$ cat config.mk
export PLATFORM = sky130hd
export DESIGN_NAME = tmr_irq_router
export DESIGN_NICKNAME = d
export VERILOG_FILES = /design/src/rtl/tmr_irq_pkg.sv /design/src/rtl/tmr_irq_cfg.sv /design/src/rtl/tmr_irq_chan.sv /design/src/rtl/tmr_irq_pinmux.sv /design/src/rtl/tmr_irq_router.sv
export SDC_FILE = /design/constraint.sdc
export NUM_CORES = 1
export LEC_CHECK = 0
export BUFFER_PORTS_ARGS = -buffer_cell sky130_fd_sc_hd__buf_2
export CAP_MARGIN = 20
export CELL_PAD_IN_SITES_DETAIL_PLACEMENT = 0
export CELL_PAD_IN_SITES_GLOBAL_PLACEMENT = 1
export CORE_AREA = 4 4 196 198
export CTS_CLUSTER_DIAMETER = 100
export DETAILED_ROUTE_END_ITERATION = 6
export DIE_AREA = 0 0 200 202
export GPL_ROUTABILITY_DRIVEN = 1
export MAX_ROUTING_LAYER = met4
export PLACE_DENSITY_LB_ADDON = 0.1
export SLEW_MARGIN = 0
export SYNTH_ARGS = -nofsm -noshare
export SYNTH_HDL_FRONTEND = slang
export SYNTH_SLANG_ARGS = --single-unit
$ cat constraint.sdc
create_clock -name clk_i -period 1.9 [get_ports clk_i]
set_input_delay 0.095 -clock clk_i [delete_from_list [all_inputs] [get_ports clk_i]]
set_output_delay 0.095 -clock clk_i [all_outputs]
set_load 0.01 [all_outputs]
$ cat src/rtl/tmr_irq_pkg.sv
package tmr_irq_pkg;
  localparam int MSG_AW = 32;
  localparam int MSG_DW = 32;
  localparam int ROUTE_W = MSG_AW + MSG_DW;

  typedef enum logic {
    TRIG_EDGE  = 1'b0,
    TRIG_LEVEL = 1'b1
  } trig_e;
endpackage

$ cat src/rtl/tmr_irq_cfg.sv
module tmr_irq_cfg
  import tmr_irq_pkg::*;
#(
  parameter int                      PIN_W      = 5,
  parameter logic [(1<<PIN_W)-1:0]   ALLOW_MASK = '0,
  parameter bit                      MSG_CAP    = 1'b0
) (
  input  logic             clk_i,
  input  logic             rst_ni,
  input  logic             we_i,
  input  logic             ien_i,
  input  logic             lvl_i,
  input  logic             msg_i,
  input  logic [PIN_W-1:0] route_i,
  output logic             ien_o,
  output trig_e            lvl_o,
  output logic             msg_eff_o,
  output logic [PIN_W-1:0] route_o,
  output logic [PIN_W-1:0] pin_o,
  output logic             kill_o
);
  logic             ien_q, msg_q;
  trig_e            lvl_q;
  logic [PIN_W-1:0] route_q, route_chk, new_pin;
  logic             new_meff;

  // disallowed pins collapse to "not routed"
  assign route_chk = ALLOW_MASK[route_i] ? route_i : '0;
  assign new_meff  = msg_i & MSG_CAP;
  assign new_pin   = new_meff ? '0 : route_chk;

  always_ff @(posedge clk_i or negedge rst_ni) begin
    if (!rst_ni) begin
      ien_q   <= 1'b0;
      lvl_q   <= TRIG_EDGE;
      msg_q   <= 1'b0;
      route_q <= '0;
    end else if (we_i) begin
      ien_q   <= ien_i;
      lvl_q   <= trig_e'(lvl_i);
      msg_q   <= msg_i;
      route_q <= route_chk;
    end
  end

  assign ien_o     = ien_q;
  assign lvl_o     = lvl_q;
  assign msg_eff_o = msg_q & MSG_CAP;
  assign route_o   = route_q;
  assign pin_o     = msg_eff_o ? '0 : route_q;

  // write that would strand a held level
  assign kill_o = we_i & (~ien_i | new_meff | (trig_e'(lvl_i) == TRIG_EDGE) |
                          (new_pin != pin_o));
endmodule

$ cat src/rtl/tmr_irq_chan.sv
module tmr_irq_chan
  import tmr_irq_pkg::*;
#(
  parameter int PIN_W = 5
) (
  input  logic               clk_i,
  input  logic               rst_ni,
  input  logic               fire_i,
  input  logic               ien_i,
  input  trig_e              lvl_i,
  input  logic               msg_eff_i,
  input  logic [PIN_W-1:0]   pin_i,
  input  logic               clr_i,
  input  logic               kill_i,
  input  logic [ROUTE_W-1:0] route64_i,
  input  logic               ack_i,
  output logic               status_o,
  output logic               pulse_o,
  output logic [PIN_W-1:0]   pulse_pin_o,
  output logic               req_o,
  output logic [MSG_AW-1:0]  addr_o,
  output logic [MSG_DW-1:0]  data_o
);
  logic fire_ok, pin_path, pulse_d, set_lvl;

  assign fire_ok  = fire_i & ien_i & ~status_o;
  assign pin_path = fire_ok & ~msg_eff_i & (pin_i != '0);
  assign pulse_d  = pin_path & (lvl_i == TRIG_EDGE);
  assign set_lvl  = pin_path & (lvl_i == TRIG_LEVEL);

  always_ff @(posedge clk_i or negedge rst_ni) begin
    if (!rst_ni) begin
      status_o    <= 1'b0;
      pulse_o     <= 1'b0;
      pulse_pin_o <= '0;
    end else begin
      status_o    <= status_o ? ~(clr_i | kill_i) : set_lvl;
      pulse_o     <= pulse_d;
      pulse_pin_o <= pin_i;
    end
  end

  always_ff @(posedge clk_i or negedge rst_ni) begin
    if (!rst_ni) begin
      req_o  <= 1'b0;
      addr_o <= '0;
      data_o <= '0;
    end else if (req_o && ack_i) begin
      req_o <= 1'b0;
    end else if (!req_o && fire_ok && msg_eff_i) begin
      req_o  <= 1'b1;
      addr_o <= route64_i[ROUTE_W-1:MSG_DW];
      data_o <= route64_i[MSG_DW-1:0];
    end
  end
endmodule

$ cat src/rtl/tmr_irq_pinmux.sv
module tmr_irq_pinmux #(
  parameter int NT    = 3,
  parameter int PIN_W = 5,
  localparam int NPINS = 1 << PIN_W
) (
  input  logic [NT-1:0]       status_i,
  input  logic [NT*PIN_W-1:0] pin_i,
  input  logic [NT-1:0]       pulse_i,
  input  logic [NT*PIN_W-1:0] pulse_pin_i,
  output logic [NPINS-1:0]    level_o,
  output logic [NPINS-1:0]    pulse_o
);
  always_comb begin
    level_o = '0;
    pulse_o = '0;
    for (int t = 0; t < NT; t++) begin
      if (status_i[t]) level_o[pin_i[t*PIN_W +: PIN_W]] = 1'b1;
      if (pulse_i[t])  pulse_o[pulse_pin_i[t*PIN_W +: PIN_W]] = 1'b1;
    end
  end
endmodule

$ cat src/rtl/tmr_irq_router.sv
module tmr_irq_router
  import tmr_irq_pkg::*;
#(
  parameter int                    NT         = 3,
  parameter int                    PIN_W      = 5,
  parameter logic [NT-1:0]         MSG_CAP    = 3'b011,
  parameter logic [(1<<PIN_W)-1:0] ALLOW_MASK = 32'hFF00_0000,
  localparam int NPINS = 1 << PIN_W
) (
  input  logic                  clk_i,
  input  logic                  rst_ni,
  input  logic [NT-1:0]         fire_i,
  input  logic [NT-1:0]         cfg_we_i,
  input  logic [NT-1:0]         cfg_ien_i,
  input  logic [NT-1:0]         cfg_lvl_i,
  input  logic [NT-1:0]         cfg_msg_i,
  input  logic [NT*PIN_W-1:0]   cfg_route_i,
  input  logic [NT*ROUTE_W-1:0] msg_route_i,
  input  logic [NT-1:0]         clr_i,
  input  logic [NT-1:0]         msg_ack_i,
  output logic [NT-1:0]         status_o,
  output logic [NPINS-1:0]      pin_pulse_o,
  output logic [NPINS-1:0]      pin_level_o,
  output logic [NT-1:0]         msg_req_o,
  output logic [NT*MSG_AW-1:0]  msg_addr_o,
  output logic [NT*MSG_DW-1:0]  msg_data_o,
  output logic [NT*PIN_W-1:0]   route_o
);
  logic [NT-1:0]       ien, meff, kill, pulse;
  trig_e               lvl [NT];
  logic [NT*PIN_W-1:0] pin, pulse_pin;

  for (genvar t = 0; t < NT; t++) begin : g_tmr
    tmr_irq_cfg #(
      .PIN_W(PIN_W), .ALLOW_MASK(ALLOW_MASK), .MSG_CAP(MSG_CAP[t])
    ) u_cfg (
      .clk_i     (clk_i),
      .rst_ni    (rst_ni),
      .we_i      (cfg_we_i[t]),
      .ien_i     (cfg_ien_i[t]),
      .lvl_i     (cfg_lvl_i[t]),
      .msg_i     (cfg_msg_i[t]),
      .route_i   (cfg_route_i[t*PIN_W +: PIN_W]),
      .ien_o     (ien[t]),
      .lvl_o     (lvl[t]),
      .msg_eff_o (meff[t]),
      .route_o   (route_o[t*PIN_W +: PIN_W]),
      .pin_o     (pin[t*PIN_W +: PIN_W]),
      .kill_o    (kill[t])
    );

    tmr_irq_chan #(.PIN_W(PIN_W)) u_chan (
      .clk_i       (clk_i),
      .rst_ni      (rst_ni),
      .fire_i      (fire_i[t]),
      .ien_i       (ien[t]),
      .lvl_i       (lvl[t]),
      .msg_eff_i   (meff[t]),
      .pin_i       (pin[t*PIN_W +: PIN_W]),
      .clr_i       (clr_i[t]),
      .kill_i      (kill[t]),
      .route64_i   (msg_route_i[t*ROUTE_W +: ROUTE_W]),
      .ack_i       (msg_ack_i[t]),
      .status_o    (status_o[t]),
      .pulse_o     (pulse[t]),
      .pulse_pin_o (pulse_pin[t*PIN_W +: PIN_W]),
      .req_o       (msg_req_o[t]),
      .addr_o      (msg_addr_o[t*MSG_AW +: MSG_AW]),
      .data_o      (msg_data_o[t*MSG_DW +: MSG_DW])
    );
  end

  tmr_irq_pinmux #(.NT(NT), .PIN_W(PIN_W)) u_pinmux (
    .status_i    (status_o),
    .pin_i       (pin),
    .pulse_i     (pulse),
    .pulse_pin_i (pulse_pin),
    .level_o     (pin_level_o),
    .pulse_o     (pin_pulse_o)
  );
endmodule

==> flow_metrics.py, run 1 <==
metrics = {
    "yosys": {
        "synth_area_per_cell_um2": 12.0,
        "yosysSeqAreaShare_pct": 51.5,
        "synth.most_common_cell": "dfrtp_1",
        "synthArstFlopShare_pct": 100,
        "yosysWarningCount": 0,
        "synth_edf_count": 0,
        "ys_dominant_reg_cell": "dfrtp_1",
        "synth_area_leaders": "dfrtp_1, mux2_2, buf_4",
        "synthTopCellsByCount": "dfrtp_1, buf_4, mux2_2, nand2_1, mux2_1",
        "synth_area_mm2": 0.00816,
        "yosysTopAreaCellShare_pct": 51.5,
        "syn_inst": 682,
        "yosysTopAreaCell": "dfrtp_1",
        "synth.distinct_cells": 41,
        "synth-seq-cells": 168,
    },
    "sta": {
        "rsz0062_at_grt": "true",
        "skew_ps": 14.0,
        "hold_viol": 0,
        "report.final.slew_viol_count": 0,
        "finalCritPeriodShare_pct": 97.3,
        "whs_ps": 26.5,
        "setup_viol": 0,
        "finalCriticalPeriod_ps": 1850,
        "slew_headroom_pct": 64.3,
        "timing.final.ws_setup_ps": 51.2,
        "tightest_slew_ps": 536,
        "max_freq_mhz": 541,
    },
    "worst_setup_path": {
        "crit_family": "simple AND/OR/NAND/NOR gates",
        "critPathLaunchType": "register",
        "cp.arrival_ps": 1750,
        "cp-end-kind": "output port",
        "crit_buf_inv": 2,
        "critPathRequiredTime_ps": 1800,
        "cp_max_fo": 6,
        "max_stage_delay_ps": 480,
        "reg2reg_slack_ps": 210,
        "crit_chain": "nor2b_4 > buf_6 > and3_4 > a22oi_2 > nand2_1 > buf_2",
        "criticalPathCategory": "reg -> out",
        "crit_slowest_cell": "dfrtp_2",
    },
    "cts": {
        "cts_root_buf": "clkbuf_16",
        "path_clk_slew_ps": 80,
        "h-tree-depth": 4,
        "cts_inserted_buffers": 17,
        "clk_latency_ps": 430,
        "cts_tree": "done",
        "cts_buffer_depth": 2,
        "cts.sinks": 168,
    },
    "min_path": {
        "hold_path_class": "in -> reg",
    },
    "die": {
        "core_mm2": 0.0365,
        "start_util_pct": 22.3,
        "die_x_um": 200,
        "fp.dieArea_mm2": 0.0404,
        "chipHeight_um": 202,
        "std_cell_rows": 70,
        "pin_count": 507,
    },
    "detailed_routing": {
        "vias": 6891,
        "initialDrtViolationCount": 227,
        "firstDrtPassIters": 4,
        "via_per_inst": 4.07,
        "ant_nets": 0,
        "wl_um": 28800,
        "wl_per_cell_um": 17.0,
        "drc": 0,
    },
    "power_and_ir_drop": {
        "finalPower_uw": 12600,
        "ir_drop_mv": 0.501,
        "p_int_uw": 8490,
        "comb_power_share_pct": 29.8,
        "netSwitchingFraction_pct": 32.8,
        "power_switching_uw": 4140,
        "sequentialPowerShare_pct": 40.8,
        "p_per_area_mw_per_mm2": 996,
        "leakagePower_uw": 0.00618,
        "clockPowerShare_pct": 29.4,
    },
    "layout": {
        "final_nets": 1441,
        "area_growth_pct": 55.4,
        "drive_gt1_share_pct": 45.1,
        "fin_area_mm2": 0.0127,
    },
    "global_route": {
        "grt_overflow": 0,
        "antenna_found_initial": 3,
        "grt_pass1_wl_um": 43500,
        "grt_max_degree": 66,
        "grt_use_total_pct": 14.3,
        "grt_pass1_vias": 7396,
    },
    "placement": {
        "numPortBuffers": 343,
        "place_area_mm2": 0.0102,
        "gp_congestion": 0.810,
        "pre_cts_ws_ps": 194,
        "dpl.hpwl_um": 22300,
    },
    "run": {
        "cap_violations": 0,
    },
    "run_status": {
        "status": "completed",
    },
}
-- cells in the final DEF (no fill, tap or decap), types with 10 or more instances in the layout --
cell type and instances:
a22oi_1 17, buf_2 340, buf_4 25, clkbuf_16 17, conb_1 97, dfrtp_1 158, dfrtp_2 10, dlygate4sd3_1 160
inv_1 10, mux2_1 49, mux2_2 88, nand2_1 70, nand3_1 14, nor2_1 16, o22ai_1 10
-- power by group through the flow --
stage | sequential (uW) | combinational (uW) | clock, uW
after floorplan | 5650 | 1360 | 0
after global placement | 5170 | 3510 | 0
after detailed placement | 5190 | 3500 | 0
after CTS | 5170 | 3790 | 3870
after global routing | 5300 | 4100 | 3990
final | 5150 | 3770 | 3710
-- kinds of logic (layout without fill, tap and decap cells) --
family | count (synthesis) | count (layout) | synth area share (%)
AOI/OAI and AO/OA | 65 | 65 | 5.76
xor gates and xnor gates | 5 | 5 | 0.537
buffers and inverters | 139 | 585 | 12.6
DFF | 168 | 168 | 51.5
muxes | 137 | 137 | 18.9
other | 1 | 100 | 0.0459
and+or+nand+nor | 167 | 167 | 10.7
-- through the flow --
stage,util (%),cells,TNS [ps]
2_1_floorplan,-,778,0
3_3_place_gp,27.8,1490,0
3_5_place_dp,27.8,1490,0
4_1_cts,34.1,1686,-1.75
5_1_grt,34.7,1695,-119
6_report,34.7,1695,0
-- timing repair --
item | CTS | global route
buffers inserted | 4 | 6
hold buffers | 160 | 0
pin swaps | 1 | 13
endpoints found under the setup margin | 17 | 16
hold endpoints to repair | 199 | 0
resized for setup | 25 | 44
-- worst paths after layout --
check | from | depth (start not counted) | endpoint
max | g_tmr[1].u_cfg.msg_eff_o$_DFFE_PN0P_ | 6 | pin_level_o[31]
min reg2reg | g_tmr[2].u_cfg.lvl_o$_DFFE_PN0P_ | 1 | g_tmr[2].u_chan.pulse_o$_DFF_PN0_
max in group asynchronous | rst_ni | 3 | g_tmr[0].u_chan.addr_o[21]$_DFFE_PN0P_
min in group asynchronous | rst_ni | 2 | g_tmr[0].u_chan.addr_o[23]$_DFFE_PN0P_
max reg2reg | g_tmr[1].u_cfg.msg_eff_o$_DFFE_PN0P_ | 5 | g_tmr[1].u_chan.data_o[13]$_DFFE_PN0P_
min | cfg_we_i[1] | 3 | g_tmr[1].u_cfg.route_o[2]$_DFFE_PN0P_
-- per-layer routing --
layer	global-route usage (%)	up-vias	part of all wire (%)	wire length (um)
li1	-	3256	-	-
met5	-	-	0	0
met1	16.8	3322	41	11700
met4	3.76	0	1.7	489
met3	5.10	29	8.7	2490
met2	23.3	284	49	14100
-- cell type report --
type	count	area, um^2
Inverter	13	48.8
Sequential cell	168	4220
Tap cell	468	586
Clock inverter	14	183
Antenna cell	3	7.51
Fill cell	3785	23800
Timing Repair Buffer	540	3730
Clock buffer	18	429
Multi-Input combinational cell	471	3480
-- sequential cells by signal (all words and copies together) (netlist names) --
register and cells:
g_tmr.u_cfg.ien_o 3, g_tmr.u_cfg.lvl_o 3, g_tmr.u_cfg.msg_eff_o 2, g_tmr.u_cfg.pin_o 4, g_tmr.u_cfg.route_o 8, g_tmr.u_chan.addr_o 64, g_tmr.u_chan.data_o 64, g_tmr.u_chan.pulse_o 3
g_tmr.u_chan.pulse_pin_o 12, g_tmr.u_chan.req_o 2, g_tmr.u_chan.status_o 3
-- worst min-delay path: stages --
cell     delay (ps)
buf_2           180
nand2_1          90
o22ai_1          60
(Power assumes the default switching activity.)
==> inputs of run 2 (changes only) <==
- REMOVE_ABC_BUFFERS: default -> 1
==> run 2 against run 1 <==
  * Register-to-register slack worse by 100 ps
  * Worst setup slack worse by 8.6 ps
  * Wire length is 3.4% lower
  * Power is 3.6% lower
  * Hold slack better by 18 ps
  * Global-route usage is 0.40 points lower
  * Non-clock buffer count is 1 lower
  * Cell area is 0.81% lower
  * Critical path type unchanged
  * Critical endpoint is now pin_level_o[30]
==> flow_metrics.py, run 2 (same netlist as run 1, synthesis figures left out) <==
metrics = {
    "cts": {
        "clk_latency_ps": 430,
        "h-tree-depth": 4,
        "path_clk_slew_ps": 60,
        "cts_buffer_depth": 2,
        "cts.sinks": 168,
        "cts_inserted_buffers": 17,
        "cts_root_buf": "clkbuf_16",
        "cts_tree": "done",
    },
    "run_status": {
        "status": "completed",
    },
    "min_path": {
        "min_path_cells": 3,
        "hold_start": "cfg_we_i[0]",
        "hold_path_class": "in -> reg",
    },
    "die": {
        "chipHeight_um": 202,
        "pin_count": 507,
        "fp.dieArea_mm2": 0.0404,
        "die_x_um": 200,
        "core_mm2": 0.0365,
        "std_cell_rows": 70,
        "start_util_pct": 22.3,
    },
    "placement": {
        "dpl.hpwl_um": 21700,
        "gp_congestion": 0.775,
        "place_area_mm2": 0.0102,
        "pre_cts_ws_ps": 72.6,
        "numPortBuffers": 343,
    },
    "worst_setup_path": {
        "cp-end-kind": "output port",
        "critPathRequiredTime_ps": 1800,
        "rr_worst_depth": 6,
        "criticalPathCategory": "reg -> out",
        "critPathLaunchType": "register",
        "crit_start": "g_tmr[0].u_cfg.msg_eff_o$_DFFE_PN0P_",
        "cp_max_fo": 9,
        "timing.rr.start": "g_tmr[1].u_cfg.msg_eff_o$_DFFE_PN0P_",
        "cp.arrival_ps": 1760,
    },
    "power_and_ir_drop": {
        "p_per_area_mw_per_mm2": 968,
        "leakagePower_uw": 0.00614,
        "finalPower_uw": 12200,
        "ir_drop_mv": 0.581,
    },
    "detailed_routing": {
        "drc": 0,
        "firstDrtPassIters": 4,
        "initialDrtViolationCount": 209,
        "vias": 6867,
        "via_per_inst": 4.05,
        "wl_per_cell_um": 16.4,
        "ant_nets": 0,
        "wl_um": 27800,
    },
    "global_route": {
        "grt_use_total_pct": 13.9,
        "grt_pass1_vias": 7382,
        "grt_max_degree": 52,
        "grt_pass1_wl_um": 42700,
        "antenna_found_initial": 5,
        "grt_overflow": 0,
    },
    "sta": {
        "fin_setup_tns_ps": 0,
        "hold_viol": 0,
        "max_freq_mhz": 538,
        "timing.final.ws_setup_ps": 42.6,
        "finalCritPeriodShare_pct": 97.8,
        "skew_ps": 14.8,
        "slew_headroom_pct": 62.2,
        "setup_viol": 0,
        "tightest_slew_ps": 567,
        "rsz0062_at_grt": "true",
        "finalCriticalPeriod_ps": 1860,
        "report.final.slew_viol_count": 0,
    },
    "layout": {
        "area_growth_pct": 54.1,
        "final_common_cell": "buf_2",
        "reg_top3": "g_tmr.u_chan.addr_o x64, g_tmr.u_chan.data_o x64, g_tmr.u_chan.pulse_pin_o x12",
        "fin_util_pct": 34.4,
        "mostFrequentLayoutCells": "buf_2, dlygate4sd3_1, dfrtp_1, conb_1, mux2_2",
        "drive_gt1_share_pct": 44.7,
        "final_nets": 1440,
        "fin_area_mm2": 0.0126,
    },
    "run": {
        "cap_violations": 0,
    },
}
run 2: metal layers:
| metal | GRT usage (%) | routed length, um | vias up |
|---|---|---|---|
| li1 | - | - | 3263 |
| met1 | 16.8 | 11800 | 3307 |
| met2 | 22.9 | 13600 | 278 |
| met3 | 3.98 | 2010 | 19 |
| met4 | 3.32 | 391 | 0 |
| met5 | - | 0 | - |
run 2: repair_timing:
| action | CTS | global route |
|---|---|---|
| pin swaps | 1 | 6 |
| setup buffers | 4 | 5 |
| gates resized for setup | 19 | 34 |
| endpoints found under the hold margin | 197 | 0 |
| endpoints found under the setup margin | 17 | 20 |
| hold buffers | 160 | 0 |
run 2: critical path, stage by stage (launching register included):
cell     delay, ps
dfrtp_2        490
nor2b_2        230
and3_2         270
a22oi_2         90
nand2_1        120
buf_2          150
run 2: report_power, final:
group,total [uW],internal (uW),leakage (uW),switching [uW]
logic,3710,1870,0.00385,1840
registers,5150,4610,0.00203,543
clock network,3320,1720,0.000256,1600
run 2: cell type report:
| cell class | count | area, um^2 |
|---|---|---|
| Antenna cell | 5 | 12.5 |
| Clock buffer | 19 | 433 |
| Clock inverter | 13 | 113 |
| Fill cell | 3762 | 23900 |
| Inverter | 13 | 48.8 |
| Multi-Input combinational cell | 471 | 3450 |
| Sequential cell | 168 | 4220 |
| Tap cell | 468 | 586 |
| Timing Repair Buffer | 539 | 3720 |
run 2: path summary, 6_finish.rpt:
path / slack [ps] / to
setup / recovery: 40 / pin_level_o[30]
hold / removal: 40 / g_tmr[0].u_cfg.route_o[1]$_DFFE_PN0P_
setup reg to reg: 110 / g_tmr[1].u_chan.addr_o[0]$_DFFE_PN0P_
hold reg to reg: 470 / g_tmr[2].u_chan.pulse_o$_DFF_PN0_
max in group asynchronous: 1000 / g_tmr[2].u_cfg.pin_o[0]$_DFFE_PN0P_
min in group asynchronous: 230 / g_tmr[0].u_chan.data_o[18]$_DFFE_PN0P_
run 2: through the flow:
stage	hold slack (ps)	std cells
after CTS	11.3	1686
after detailed placement	130	1490
after floorplan	-201	652
after global placement	126	1490
final	44.3	1696
after global routing	29.6	1696
